File: src/rtl/dma_single_chan.sv
module dma_single_chan #(
  parameter int W  = 16,
  parameter int DW = 32
) (
  input  logic          clk,
  input  logic          rst_n,
  input  logic          cfg_wr,
  input  logic [1:0]    cfg_sel,
  input  logic [W-1:0]  cfg_data,
  input  logic          per_req,
  input  logic [DW-1:0] per_data,
  output logic          per_ack,
  output logic          hold,
  input  logic          hlda,
  input  logic          cpu_busy,
  output logic          mem_we,
  output logic [W-1:0]  mem_addr,
  output logic [DW-1:0] mem_data,
  output logic          done
);

  localparam logic [1:0] M_BURST = 2'b00;
  localparam logic [1:0] M_STEAL = 2'b01;
  localparam logic [1:0] M_ILV   = 2'b10;

  localparam logic [1:0] SEL_ADDR = 2'd0;
  localparam logic [1:0] SEL_CNT  = 2'd1;
  localparam logic [1:0] SEL_MODE = 2'd2;
  localparam logic [1:0] SEL_CTRL = 2'd3;

  typedef enum logic [1:0] {S_IDLE, S_ARMED, S_HOLD, S_XFER} st_t;

  st_t         st, st_nxt;
  logic [W-1:0] addr_r, cnt_r;
  logic [1:0]  mode_r;
  logic        done_r;

  wire idle    = (st == S_IDLE);
  wire cfg_ok  = cfg_wr && idle;
  wire go      = cfg_ok && (cfg_sel == SEL_CTRL) && cfg_data[0];
  wire steal   = (mode_r == M_STEAL);
  wire ilv     = (mode_r == M_ILV);
  wire last    = (cnt_r == W'(1));

  assign hold     = (st == S_HOLD) || (st == S_XFER);
  assign mem_we   = (st == S_XFER) && hlda;
  assign per_ack  = mem_we;
  assign mem_addr = addr_r;
  assign mem_data = per_data;
  assign done     = done_r;

  always_comb begin
    st_nxt = st;
    case (st)
      S_IDLE:  if (go && cnt_r != '0) st_nxt = S_ARMED;
      S_ARMED: if (per_req && !(ilv && cpu_busy)) st_nxt = S_HOLD;
      S_HOLD:  if (hlda) st_nxt = S_XFER;
      S_XFER: begin
        if (!hlda)                 st_nxt = S_HOLD;
        else if (last)             st_nxt = S_IDLE;
        else if (steal)            st_nxt = S_ARMED;
        else if (ilv && cpu_busy)  st_nxt = S_ARMED;
        else                       st_nxt = S_XFER;
      end
      default: st_nxt = S_IDLE;
    endcase
  end

  always_ff @(posedge clk) begin
    if (!rst_n) begin
      st     <= S_IDLE;
      addr_r <= '0;
      cnt_r  <= '0;
      mode_r <= M_BURST;
      done_r <= 1'b0;
    end else begin
      st     <= st_nxt;
      done_r <= 1'b0;
      if (cfg_ok) begin
        case (cfg_sel)
          SEL_ADDR: addr_r <= cfg_data;
          SEL_CNT:  cnt_r  <= cfg_data;
          SEL_MODE: mode_r <= cfg_data[1:0];
          default:  if (cfg_data[0] && cnt_r == '0) done_r <= 1'b1;
        endcase
      end
      if (mem_we) begin
        addr_r <= addr_r + W'(1);
        cnt_r  <= cnt_r - W'(1);
        if (last) done_r <= 1'b1;
      end
    end
  end

  assert_strobe_granted_R4: assert property (@(posedge clk) disable iff (!rst_n)
    mem_we |-> (hold && hlda));

  assert_hold_kept_R4: assert property (@(posedge clk) disable iff (!rst_n)
    (hold && !hlda) |=> hold);

  assert_ack_granted_R1: assert property (@(posedge clk) disable iff (!rst_n)
    per_ack |-> (hold && hlda));

  assert_done_release_R9: assert property (@(posedge clk) disable iff (!rst_n)
    done |-> (!hold && !per_ack));

  assert_done_single_R9: assert property (@(posedge clk) disable iff (!rst_n)
    done |=> !done);

  assert_addr_step_R2: assert property (@(posedge clk) disable iff (!rst_n)
    (mem_we ##1 mem_we) |-> (mem_addr == W'($past(mem_addr) + W'(1))));

  assert_steal_single_R6: assert property (@(posedge clk) disable iff (!rst_n)
    (steal && mem_we) |=> !hold);

  assert_burst_keep_R5: assert property (@(posedge clk) disable iff (!rst_n)
    (!steal && !ilv && mem_we && !last) |=> hold);

  assert_ilv_release_R8: assert property (@(posedge clk) disable iff (!rst_n)
    (ilv && mem_we && cpu_busy) |=> !hold);

endmodule

File: config.mk
export PLATFORM = sky130hd
export DESIGN_NAME = dma_single_chan
export DESIGN_NICKNAME = d
export VERILOG_FILES = /design/src/rtl/dma_single_chan.sv
export SDC_FILE = /design/constraint.sdc
export NUM_CORES = 1
export LEC_CHECK = 0
export BUFFER_PORTS_ARGS = -buffer_cell sky130_fd_sc_hd__buf_4
export CORE_ASPECT_RATIO = 0.8
export CORE_MARGIN = 10
export CORE_UTILIZATION = 43
export DETAILED_ROUTE_END_ITERATION = 8
export PLACE_DENSITY = 0.77
export SLEW_MARGIN = 40
export SYNTH_ARGS = -nofsm -noshare
export SYNTH_HDL_FRONTEND = slang
export SYNTH_SLANG_ARGS = --single-unit
export TNS_END_PERCENT = 20
File: constraint.sdc
create_clock -name clk -period 2 [get_ports clk]
set_clock_uncertainty 0.05 [all_clocks]
set_input_delay 0.1 -clock clk [delete_from_list [all_inputs] [get_ports clk]]
set_output_delay 0.1 -clock clk [all_outputs]
set_load 0.01 [all_outputs]
Yosys cells after proc, flatten, opt, wreduce, memory -nomap -nowiden

Cells that the tools add are included.

Bits in read-only memories: 0
Memories: 0
Bits in latches: 0
Memory bits (writable): 0
Bits of input ports: 56
Bits in registers: 37

Shifts and indexed selects: 0
Magnitude comparators: 0
Eq/ne operators: 12
$add $sub $neg: 2
Muxes and demuxes: 19
Reduce and logical (&&, ||, !) cells: 22
Multiply operators: 0
Divide/modulo/power cells: 0
Bitwise logic cells: 0

Operators with widths:

| kind                    | count |
|---|---|
| $mux W16                | 6 |
| $add A16 B1 Y16 const B | 1 |
| $eq A16 B1 Y1 const B   | 1 |
| $logic_not A16 Y1       | 1 |
| $reduce_bool A16 Y1     | 1 |
| $sub A16 B1 Y16 const B | 1 |
| $mux W2                 | 7 |
| $eq A2 B2 Y1 const B    | 5 |
| $logic_and A1 B1 Y1     | 8 |
| $pmux W2 S4             | 1 |
| $eq A2 B1 Y1 const B    | 3 |
| $reduce_and A2 Y1       | 3 |
| $reduce_bool A2 Y1      | 3 |
| $mux W1                 | 5 |
| $logic_not A2 Y1        | 2 |
| $ne A2 B2 Y1 const B    | 2 |
| $reduce_and A3 Y1       | 1 |
| $reduce_or A3 Y1        | 1 |
| $ne A2 B1 Y1 const B    | 1 |
| $logic_not A1 Y1        | 1 |
| $logic_or A1 B1 Y1      | 1 |

Longest topological paths before layout

Depth in word-level cells: 7
Gate-level depth with buffers: 7
Depth with buffers taken out: 6

Least setup slack after synthesis

Ideal clock, no wire load.

Path kind: register to register
Start point: reg cnt_r[0]
End point: reg cnt_r[12]
Stages on the path, launching flop included: 7
Buffers on the path: 0
Arrival: 1.798 ns
Data required time: 1.876 ns
Library setup time: 0.074 ns
Slack: 0.078 ns
Path through: dfxtp_1 inv_1 ha_1 nor3b_1 nand3_1 or3_2 a31oi_1

Word-level cells in the longest chain between the ends: 2

RTL lines:

| element                | line | text |
|---|---|---|
| from (decl)            | 34   | `logic [W-1:0] addr_r, cnt_r;` |
| from (signal assigned) | 82   | `SEL_CNT: cnt_r <= cfg_data;` |
| from (signal assigned) | 89   | `cnt_r <= cnt_r - W'(1);` |
| $sub A16 B1 Y16        | 89   |  |
| $mux W16               | 87   | `if (mem_we) begin` |

No other way between the ends.
A chain may end at the register's enable or synchronous reset.

Worst setup path in the final report

Start point: reg cnt_r[8]
End point: reg st[0]

Word-level cells in the longest chain between the ends: 4
Elaborated cells between the ends (all ways): 8
Classes of those cells: 2 x eq/ne; 3 x mux; 3 x reduce/logical

RTL lines:

| element                                              | line   | text |
|---|---|---|
| $eq A16 B1 Y1 or $reduce_bool A16 Y1 (tied branches) | 43, 55 |  |
| $mux W2 or $logic_and A1 B1 Y1 (tied branches)       | 60, 55 |  |
| $mux W2 or $ne A2 B1 Y1 (tied branches)              | n/a    |  |
| $pmux W2 S4 or $reduce_and A3 Y1 (tied branches)     | n/a    |  |
| to (signal assigned)                                 | 77     | `st <= st_nxt;` |
| to (decl)                                            | 33     | `st_t st, st_nxt;` |

Several ways; a longest one is shown, not always the timed one.

==> flow_metrics.py <==
metrics = {
    "sta": {
        "finalSetupTns_ns": 0,
        "setup_viol": 0,
        "finalMaxSlewViolations": 0,
        "min_period_ns": 1.90,
        "slew_headroom_pct": 52.6,
        "worst_slew_pin_slew_ns": 0.712,
        "finalCritPeriodShare_pct": 94.9,
        "rsz0062_at_grt": "no",
        "fmax_ghz": 0.527,
        "hold_viol_final": 0,
    },
    "placement": {
        "post_dp_cell_area_um2": 2630,
        "gp_congestion": 0.887,
        "dp_hpwl_um": 5080,
        "io_buffers": 43,
    },
    "logic_synthesis": {
        "synth.distinct_cells": 48,
        "ys_top_cells_by_count": "dfxtp_1 (37), buf_4 (35), a21oi_1 (27)",
        "ys.flop_type": "dfxtp_1",
        "synth_edf_count": 0,
        "synth_top_cell_area_share_pct": 30.5,
        "seq_area_frac_synth_pct": 30.5,
        "async_reset_ff_share_pct": 0,
        "synth-seq-cells": 37,
        "synthTopCellsByArea": "dfxtp_1 (31%), buf_4 (11%), a21oi_1 (5.6%)",
        "synthCells": 306,
        "yosysMostFrequentCell": "dfxtp_1",
        "avgSynthCellArea_um2": 7.92,
        "synth_warnings": 0,
        "syn_area_um2": 2420,
        "yosys.area.top_type": "dfxtp_1",
        "synth_fp_nets": 365,
    },
    "pwr": {
        "leakage_uw": 0.00105,
        "ir_drop_mv": 0.248,
        "powerDensity_nw_per_um2": 615,
    },
    "cts": {
        "ctsResizeCount": 0,
        "cts_root_buf": "clkbuf_8",
        "cts_tree": "built",
        "hold_buffers": 0,
        "cts_buffers": 5,
        "clk_pin_slew_worst_paths_ns": 0.08,
        "cts_sinks": 37,
        "clk_latency_ns": 0.30,
        "clk_path_buf_depth": 2,
        "htree_num_levels": 2,
        "post-cts-setup-buffers": 0,
    },
    "critical_path": {
        "rr_startpoint": "cnt_r[8]",
        "crit_type": "register to register",
        "cp-end-kind": "register",
        "critical_path_required_ns": 2.14,
        "crit_end": "st[0]",
        "start_kind": "register",
        "critPathLaunch": "cnt_r[8]",
        "rr_worst_depth": 4,
        "r2r_slack_ns": 0.10,
        "reg2reg_to": "st[0]",
        "worstPathArrival_ns": 2.04,
        "crit_fanout": 7,
    },
    "route": {
        "vias_per_cell": 6.02,
        "antenna_left": 0,
        "dr_total_vias": 2406,
        "wl_per_cell_um": 17.0,
        "wl_um": 6800,
        "drt_pass1_iterations": 5,
        "drc_errors": 0,
        "drtIter0Drc": 203,
    },
    "die": {
        "start_util_pct": 44.4,
        "die_w_um": 104,
        "die_height_um": 87.2,
        "rows": 24,
        "io_pins": 108,
        "core_area_um2": 5470,
        "dieArea_um2": 9060,
    },
    "finish": {
        "stdcell_area_um2": 2730,
        "syn2layout_area_growth_pct": 12.6,
        "drive_above_1_share_pct": 23.9,
        "nets": 380,
        "num_antenna_cells": 0,
        "fillCellCount": 557,
    },
    "global_routing": {
        "grt_usage_pct": 14.9,
        "grt_pass1_vias": 2251,
        "grt_start_max_net_pins": 29,
        "grt_overflow": 0,
        "grt_pass1_wl_um": 11200,
        "antenna_found_initial": 0,
    },
    "hold_path": {
        "hp-class": "input port to register",
        "hp-start": "cfg_data[3]",
    },
    "status": {
        "status": "completed",
    },
    "flow_run": {
        "drv_cap": 0,
    },
}
cell type report:
| cell class | instances | area (µm²) | area share [%] |
|---|---|---|---|
| Inverter | 8 | 30.0 | 1.10 |
| Tap cell | 78 | 97.6 | 3.57 |
| Clock buffer | 7 | 96.3 | 3.53 |
| Sequential cell | 37 | 741 | 27.1 |
| Multi-Input combinational cell | 211 | 1330 | 48.6 |
| Timing Repair Buffer | 58 | 435 | 15.9 |
| Clock inverter | 1 | 5.00 | 0.183 |
flip-flops by register name, indices dropped and copies added, names as in the netlist:
| name | count |
|---|---|
| cnt_r | 16 |
| mode_r | 2 |
| mem_addr | 16 |
| st | 2 |
| done | 1 |
logic make-up after synthesis:
| kind of cell | Yosys count | share of synthesized area, % |
|---|---|---|
| muxes | 2 | 0.826 |
| adders and majority gates | 3 | 1.55 |
| buffers and inverters | 58 | 14.8 |
| and+or+nand+nor | 110 | 26.3 |
| DFF | 37 | 30.5 |
| AOI/OAI and AO/OA | 93 | 25.0 |
| xor gates and xnor gates | 3 | 1.08 |
layer usage:
layer | up-vias | part of all wire [%] | routed length, µm | GRT usage (%)
met5 | - | 0 | 0 | 0
met1 | 1127 | 46 | 3140 | 19.1
met3 | 9 | 9.0 | 612 | 5.47
met4 | 0 | 1.2 | 79 | 4.79
met2 | 107 | 44 | 2970 | 22.7
li1 | 1163 | - | - | -
critical path: stages (launching register included):
cell,delay (ns)
dfxtp_1,0.37
or4_4,0.61
nor4_4,0.36
a31oi_1,0.13
a211o_1,0.27
where the power goes:
| part | internal [µW] | total (µW) | leakage [µW] | switching [µW] |
|---|---|---|---|---|
| Clock | 312 | 592 | 0.0000542 | 281 |
| Combinational | 130 | 285 | 0.000692 | 155 |
| Sequential | 764 | 801 | 0.000301 | 36.7 |
layout by cell type (no fill, tap or decap), types with 2 or more instances in the layout:
cell	n
o311ai_0	6
ha_1	3
a2bb2oi_1	3
or4_1	5
buf_4	58
a31oi_1	19
nor3_1	5
mux2i_1	2
or3_1	7
a21oi_1	27
a211o_1	2
nand2_1	24
and4_1	4
xor2_1	3
a211oi_1	3
a41oi_1	2
nor4_4	2
o211ai_1	4
nor4_1	3
a22oi_1	3
dfxtp_1	37
and2_1	4
inv_1	6
nand3_1	19
nand4_1	8
a31o_2	3
nor3b_1	2
o21ai_0	12
nor2_1	16
clkbuf_8	7
a221oi_1	2
a32oi_1	3
and3_1	3
or3_2	2
worst min path at each step:
stage | end | slack [ns] | cells past startpoint
6_report | mem_addr[3] | 0.03 | 3
5_1_grt | mem_addr[3] | 0.03 | 3
4_1_cts | mem_addr[3] | 0.02 | 3
3_5_place_dp | mem_data[19] | 0.15 | 0
3_3_place_gp | mem_data[19] | 0.15 | 0
2_1_floorplan | mode_r[0] | 0.20 | 2
per-stage QoR:
step | hold WS [ns] | cells | total power, µW | setup slack [ns] | util [%]
final | 0.0262 | 400 | 1680 | 0.102 | 50.0
after global routing | 0.0290 | 400 | 1750 | 0.00196 | 50.0
after CTS | 0.0211 | 400 | 1690 | 0.109 | 50.0
after detailed placement | 0.150 | 392 | 1100 | 0.116 | 48.1
after global placement | 0.150 | 392 | 1090 | 0.167 | 48.1
after floorplan | 0.197 | 306 | 1040 | 0.0781 | -
Note: power is estimated with default switching activity, not from simulation.
